==> config.mk <==
export PLATFORM = sky130hd
export DESIGN_NAME = async_xcvr
export DESIGN_NICKNAME = d
export VERILOG_FILES = /design/src/rtl/async_xcvr.sv
export SDC_FILE = /design/constraint.sdc
export NUM_CORES = 1
export LEC_CHECK = 0
export ABC_CLOCK_PERIOD_IN_PS = 2460
export BUFFER_PORTS_ARGS = -buffer_cell sky130_fd_sc_hd__buf_2
export CORE_MARGIN = 5
export CORE_UTILIZATION = 45
export DETAILED_ROUTE_END_ITERATION = 10
export PLACE_DENSITY = 0.71
export SLEW_MARGIN = 20
export SYNTH_ARGS = -nofsm -noshare
export SYNTH_HDL_FRONTEND = slang
export SYNTH_SLANG_ARGS = --single-unit
export TNS_END_PERCENT = 30
==> constraint.sdc <==
create_clock -name clk -period 2.46 [get_ports clk]
set_input_delay 0.123 -clock clk [delete_from_list [all_inputs] [get_ports clk]]
set_output_delay 0.123 -clock clk [all_outputs]
set_load 0.02 [all_outputs]
==> src/rtl/async_xcvr.sv <==
module async_xcvr #(
  parameter int OSR = 16
) (
  input  logic       clk,
  input  logic       rst_n,
  input  logic       os_tick,
  input  logic       port_on,
  input  logic       tx_on,
  input  logic       rx_on,
  input  logic       char7,
  input  logic       par_on,
  input  logic       par_odd,
  input  logic       stop_two,
  input  logic       host_wr,
  input  logic [7:0] host_wdata,
  output logic [7:0] host_rdata,
  output logic       txd,
  input  logic       rxd,
  output logic       rx_load,
  output logic       tx_empty,
  output logic       tx_done,
  output logic       rx_perr,
  output logic       rx_ferr
);
  localparam int CW = $clog2(OSR);
  localparam logic [CW-1:0] LAST = CW'(OSR - 1);
  localparam logic [CW-1:0] MID  = CW'(OSR / 2 - 1);

  // transmit side
  logic [7:0]    hold;
  logic          hold_full;
  logic          tbusy;
  logic [11:0]   tsh;
  logic [3:0]    tleft;
  logic [CW-1:0] tcnt;
  logic [11:0]   tframe;
  logic [3:0]    tlen;
  logic [7:0]    dmask;
  logic          tpar;
  logic          tgo;

  assign dmask = char7 ? 8'h7F : 8'hFF;
  assign tpar  = (^(hold & dmask)) ^ par_odd;
  assign tlen  = 4'd10 - {3'd0, char7} + {3'd0, par_on} + {3'd0, stop_two};
  assign tgo   = tx_on && hold_full && !tbusy;
  assign txd   = tbusy ? tsh[0] : 1'b1;

  always_comb begin
    tframe    = '1;
    tframe[0] = 1'b0;
    for (int i = 0; i < 8; i++)
      if (!(char7 && i == 7)) tframe[i+1] = hold[i];
    if (par_on) tframe[char7 ? 8 : 9] = tpar;
  end

  always_ff @(posedge clk or negedge rst_n) begin
    if (!rst_n) begin
      hold <= '0; hold_full <= 1'b0; tbusy <= 1'b0; tsh <= '1;
      tleft <= '0; tcnt <= '0; tx_empty <= 1'b0; tx_done <= 1'b0;
    end else if (!port_on) begin
      hold <= '0; hold_full <= 1'b0; tbusy <= 1'b0; tsh <= '1;
      tleft <= '0; tcnt <= '0; tx_empty <= 1'b0; tx_done <= 1'b0;
    end else begin
      tx_empty <= tgo;
      tx_done  <= 1'b0;
      if (tgo) begin
        tsh <= tframe; tleft <= tlen; tcnt <= '0;
        tbusy <= 1'b1; hold_full <= 1'b0;
      end else if (tbusy && os_tick) begin
        tcnt <= tcnt + 1'b1;
        if (tcnt == LAST) begin
          tsh   <= {1'b1, tsh[11:1]};
          tleft <= tleft - 1'b1;
          if (tleft == 4'd1) begin
            tbusy   <= 1'b0;
            tx_done <= 1'b1;
          end
        end
      end
      if (host_wr) begin
        hold      <= host_wdata;
        hold_full <= 1'b1;
      end
    end
  end

  // receive side
  typedef enum logic [1:0] {RX_IDLE, RX_START, RX_BITS} rx_state_t;
  rx_state_t     rst;
  logic [1:0]    rsync;
  logic          rs;
  logic          rarm;
  logic [CW-1:0] rcnt;
  logic [3:0]    ridx;
  logic [7:0]    rdat;
  logic [7:0]    rbuf;
  logic          rpar;
  logic [3:0]    rdlen;

  assign rs         = rsync[1];
  assign rdlen      = char7 ? 4'd7 : 4'd8;
  assign host_rdata = rbuf;

  always_ff @(posedge clk or negedge rst_n) begin
    if (!rst_n) begin
      rsync <= 2'b11; rst <= RX_IDLE; rarm <= 1'b0; rcnt <= '0; ridx <= '0;
      rdat <= '0; rbuf <= '0; rpar <= 1'b0;
      rx_load <= 1'b0; rx_perr <= 1'b0; rx_ferr <= 1'b0;
    end else if (!port_on) begin
      rsync <= 2'b11; rst <= RX_IDLE; rarm <= 1'b0; rcnt <= '0; ridx <= '0;
      rdat <= '0; rbuf <= '0; rpar <= 1'b0;
      rx_load <= 1'b0; rx_perr <= 1'b0; rx_ferr <= 1'b0;
    end else begin
      rsync   <= {rsync[0], rxd};
      rx_load <= 1'b0;
      rx_perr <= 1'b0;
      rx_ferr <= 1'b0;
      if (!rx_on) begin
        rst  <= RX_IDLE;
        rarm <= 1'b0;
      end else begin
        case (rst)
          RX_IDLE: begin
            if (rs) rarm <= 1'b1;
            else if (os_tick && rarm) begin
              rst  <= RX_START;
              rcnt <= '0;
              rarm <= 1'b0;
            end
          end
          RX_START: if (os_tick) begin
            rcnt <= rcnt + 1'b1;
            if (rcnt == MID) begin
              rcnt <= '0;
              if (rs) begin
                rst  <= RX_IDLE;
                rarm <= 1'b1;
              end else begin
                rst  <= RX_BITS;
                ridx <= '0;
                rdat <= '0;
              end
            end
          end
          RX_BITS: if (os_tick) begin
            rcnt <= rcnt + 1'b1;
            if (rcnt == LAST) begin
              ridx <= ridx + 1'b1;
              if (ridx < rdlen) rdat[ridx[2:0]] <= rs;
              else if (par_on && ridx == rdlen) rpar <= rs;
              else begin
                rbuf    <= rdat;
                rx_load <= 1'b1;
                rx_ferr <= !rs;
                rx_perr <= par_on && ((^rdat) ^ rpar ^ par_odd);
                rarm    <= rs;
                rst     <= RX_IDLE;
              end
            end
          end
          default: rst <= RX_IDLE;
        endcase
      end
    end
  end
endmodule

# Word level (Yosys, flattened, before mapping)
# Cells that the tools add are included.
[word_totals] ff_bits=65 in_bits=20 out_inout_bits=14 word_cells=221
[classes] addsub=7 magnitude_cmp=5 n_eq_ne=40 mux=124 bitwise=4 n_reduce_logical=22
[op_table] op="$mux 8" count=18
[op_table] op="$mux 4" count=22
[op_table] op="$mux 12" count=5
[op_table] op="$mux 1" count=58
[op_table] op="$ne 4x4->1 const B" count=9
[op_table] op="$mux 2" count=12
[op_table] op="$ne 3x3->1 const B" count=8
[op_table] op="$reduce_and 6->1" count=3
[op_table] op="$pmux 8 s2" count=1
[op_table] op="$reduce_and 8->1" count=2
[op_table] op="$reduce_xor 8->1" count=2
[op_table] op="$ne 3x1->1 const B" count=5
[op_table] op="$add 4x1->4 const B" count=3
[op_table] op="$bwmux 12" count=1
[op_table] op="$pmux 4 s3" count=1
[op_table] op="$ne 2x1->1 const B" count=5
[op_table] op="$reduce_and 9->1" count=1
[op_table] op="$add 4x1->4" count=2
[op_table] op="$and 8x8->8" count=1
[op_table] op="$bwmux 8" count=1
[op_table] op="$eq 4x4->1 const B" count=2
[op_table] op="$logic_and 1x1->1" count=8
[op_table] op="$pmux 4 s2" count=1
[op_table] op="$reduce_and 7->1" count=1
[op_table] op="25 further kinds" count=30

# Logic depth before layout (Yosys ltp)
[depth] depth_word=11 mapped_depth=10 depth_no_buf=8

# Worst setup path before layout
# No wires, ideal clock.
[synth_path] path_kind="register -> register" start="register ridx[0]" end="register rst[0]" setup_ps=69 t_arrival_ps=1861 required_ps=2391 setup_slack_ps=530 path_stages_with_launch=9 path_buffers=0 period_less_slack_ps=1930 path_cell_list="dfrtp_1 > inv_1 > ha_1 > nand3_1 > or2_2 > nand2b_4 > o2111a_2 > or4b_1 > nand3_1"
[synth_between] elab_chain_cells=4 elab_cells_between_ends=6 classes_between="order compare: 1; eq/ne: 3; reduce/logical: 2"
[synth_lines] element="from (decl)" line_no="94" text="logic [3:0] ridx;"
[synth_lines] element="from (signal assigned)" line_no="148" text="ridx <= ridx + 1'b1;"
[synth_lines] element="branches (longest 3 deep; another with $lt 4x4->1)"
[synth_lines] element="$reduce_and 8->1 (no line) (*)"
[synth_lines] element="to (signal assigned)" line_no="139" text="rst <= RX_BITS;"
[synth_lines] element="to (signal assigned)" line_no="157" text="rst <= RX_IDLE;"
[synth_lines] element="to (signal assigned)" line_no="161" text="default: rst <= RX_IDLE;"
[synth_lines] element="to (decl)" line_no="89" text="rx_state_t rst;"
# Every way passes the cells marked *.
# A chain may end at the register's enable or synchronous reset.

# Worst setup path after layout
# Ends and elaborated chain as after synthesis.

==> metrics.md <==
| Metric | Value |
|---|---|
| Syn Std Cell Area | `3370 µm²` |
| Status | `complete, no violations` |
| Clk buf depth | `2` |
| Yosys synthesis warning count | `0` |
| Final hold vios | `0` |
| Measured slew at the worst slew-check pin | `0.711 ns` |
| Root buffer cell | `clkbuf_8` |
| Post-Synthesis Cells | `361` |
| Hold_sp | `host_wdata[6]` |
| FF-to-FF Start | `ridx[0]` |
| Number of synthesized flops with an enable pin | `0` |
| Largest net degree at the start of global routing | `35` |
| Global Route met1 Usage | `22.3%` |
| DR pass1 iterations | `4` |
| Placed Area | `3640 µm²` |
| Chip height | `96.5 µm` |
| Post-synthesis cell type with the largest combined area | `dfrtp_1` |
| GPL Wtd Cong | `0.913` |
| Tmin final | `2.26 ns` |
| Iteration-0 DRC Markers | `124` |
| Ant diodes | `0` |
| Initial Utilization | `46.4%` |
| Hold WC Path Type | `input pin to register` |
| P per Cell Area | `612 nW/µm²` |
| Async SR Flop Fraction | `100%` |
| Startpoint Class | `register` |
| Seq/Total Area, Yosys | `47.3%` |
| Distinct cells, synth | `46` |
| Via density | `5.30` |
| CP arrival | `2.54 ns` |
| Routed Antenna Nets | `0` |
| Post-CTS setup repair buffer count | `0` |
| Post-synth top cells | `nand2_1, dfrtp_1, nor2_1` |
| Clock Pin Slew Worst Setup and Hold Paths | `0.07 ns` |
| GR peak layer | `met2` |
| Layout cells sized above 1 | `19.2%` |
| Top FF cell, synth | `dfrtp_1` |
| Part of the cycle the worst path needs | `92.0%` |
| Core Footprint | `7250 µm²` |
| Crit path from | `ridx[0]` |
| Clock Latency Late Sink | `0.34 ns` |
| CTS tree | `built` |
| FP Rows | `31` |
| Crit path max fanout | `13` |
| Post-Syn Nets | `397` |
| Initial antenna violation count | `0` |
| Clk sinks | `63` |
| Die Width | `96.5 µm` |
| Post-route design area | `3910 µm²` |
| Area Overhead vs Synth | `16.1%` |
| CTS buffer count | `9` |
| Drc violations | `0` |
| Hpwl dp | `5040 µm` |
| Avg Cell Area, Syn | `9.32 µm²` |
| Met2 usage | `26.7%` |
| Vias | `2,648` |
| VDD IR max | `266 µV` |
| Number of port buffers | `33` |
| Die area | `9310 µm²` |
| Slew Limit Fails | `0` |
| Clock Skew | `0.00809 ns` |
| Final setup vio count | `0` |
| Routed len/inst | `14.0 µm` |
| Count leader, synth | `nand2_1` |
| Io pins | `34` |
| Met3 Usage GRT | `4.11%` |
| Achievable Freq | `442 MHz` |
| WS Path Type | `register to register` |
| First-pass GRT wire length | `12,100 µm` |
| Max Cap Viol | `0` |
| GRT Total Usage | `16.8%` |
| Drt total wl | `7000 µm` |
| Total Nets Final | `432` |
| Vias in the first global route | `2,548` |
| Most area-consuming cells after synthesis | `dfrtp_1, dfstp_2, nand2_1` |
| Max-slew headroom | `52.6%` |
| Required time worst endpoint | `2.74 ns` |
| Grt ovf | `0` |
| RSZ-0062 raised after global routing | `no` |
| Leak Pwr | `1.88 nW` |
| Fin Setup TNS | `0 ns` |
| Flops & latches, synth | `63` |
| Synth top area share | `37.9%` |
| Nature of the critical path endpoint | `register` |
| CTS H-tree lvls | `3` |
==> per-layer routing <==
| metal | wire length (µm) | vias to the layer above |
|---|---|---|
| met5 | 0 | - |
| li1 | - | 1325 |
| met4 | 87 | 0 |
| met3 | 384 | 9 |
| met2 | 3270 | 68 |
| met1 | 3260 | 1246 |
==> per-stage QoR <==
stage	utilization [%]	total power, W	std cells	setup slack (ns)	hold WS [ns]
floorplan	-	0.00123	361	0.530	-0.173
global route	53.9	0.00250	500	0.0387	0.0305
global placement	50.2	0.00130	482	0.296	0.213
finish	53.9	0.00239	500	0.197	0.0313
detailed placement	50.2	0.00131	482	0.224	0.220
CTS	53.8	0.00242	500	0.209	0.0193
==> kinds of logic after synthesis <==
kind of cell | Yosys count | synth area share (%)
AND/OR/NAND/NOR | 143 | 20.0
adder cells (fa/ha/maj) | 16 | 5.95
buffers and inverters | 34 | 3.94
multiplexers | 10 | 2.97
XOR/XNOR | 23 | 5.99
flip-flops | 63 | 47.3
AO/OA/AOI/OAI | 72 | 13.8
==> worst paths after layout <==
check / to / slack, ns / cells after the start
max: rst[0] / 0.20 / 8
min: hold[6] / 0.03 / 3
max in group asynchronous: tsh[8] / 1.38 / 3
min reg2reg: rsync[1] / 0.49 / 1
max reg2reg: rst[0] / 0.20 / 8
min in group asynchronous: hold[2] / 0.39 / 2
==> layout by cell type, fill, tap and decap left out, drive strengths merged, types with 10 or more instances in the layout <==
| cell | count |
|---|---|
| dfrtp | 51 |
| mux2i | 10 |
| nor2 | 28 |
| ha | 16 |
| clkbuf | 10 |
| xnor2 | 18 |
| nand2 | 58 |
| dfstp | 12 |
| a22o | 11 |
| nand3 | 21 |
| inv | 18 |
| o21ai | 27 |
| buf | 38 |
==> sequential cells by signal, indices dropped and copies added, names as in the netlist, 2 cells and up <==
signal,cells
host_rdata,8
rst,2
ridx,4
tleft,4
tcnt,4
rcnt,4
hold,8
tsh,10
rsync,2
rdat,8
==> worst max-delay path, stage by stage (launching register included) <==
cell and delay, ns:
dfrtp_1 0.49, inv_1 0.11, ha_1 0.20, inv_1 0.05
a21oi_1 0.07, o21a_1 0.32, o2111a_2 0.36, or4b_1 0.51
nand3_1 0.09
==> power by group <==
group	switching, W	total, W	leakage [nW]	internal, W
clock	0.000406	0.00110	0.122	0.000697
combinational	0.000115	0.000196	0.925	0.0000801
sequential	0.0000219	0.00109	0.829	0.00107
==> layout make-up <==
type                    count  area (µm²)
flip-flops and latches     63        1590
fillers                   671        3350
repair buffers             40         235
clock buffers              10         138
well taps                  99         124
clock inverters             6         108
multi-input cells         264        1640
inverters                  18        67.6
==> timing repair <==
action                                 4_1_cts  5_1_grt
endpoints found under the hold margin       23        0
setup endpoints to repair                    0        8
hold buffers                                 2        0
resized for setup                            0        1
Note: power is estimated with default switching activity, not from simulation.
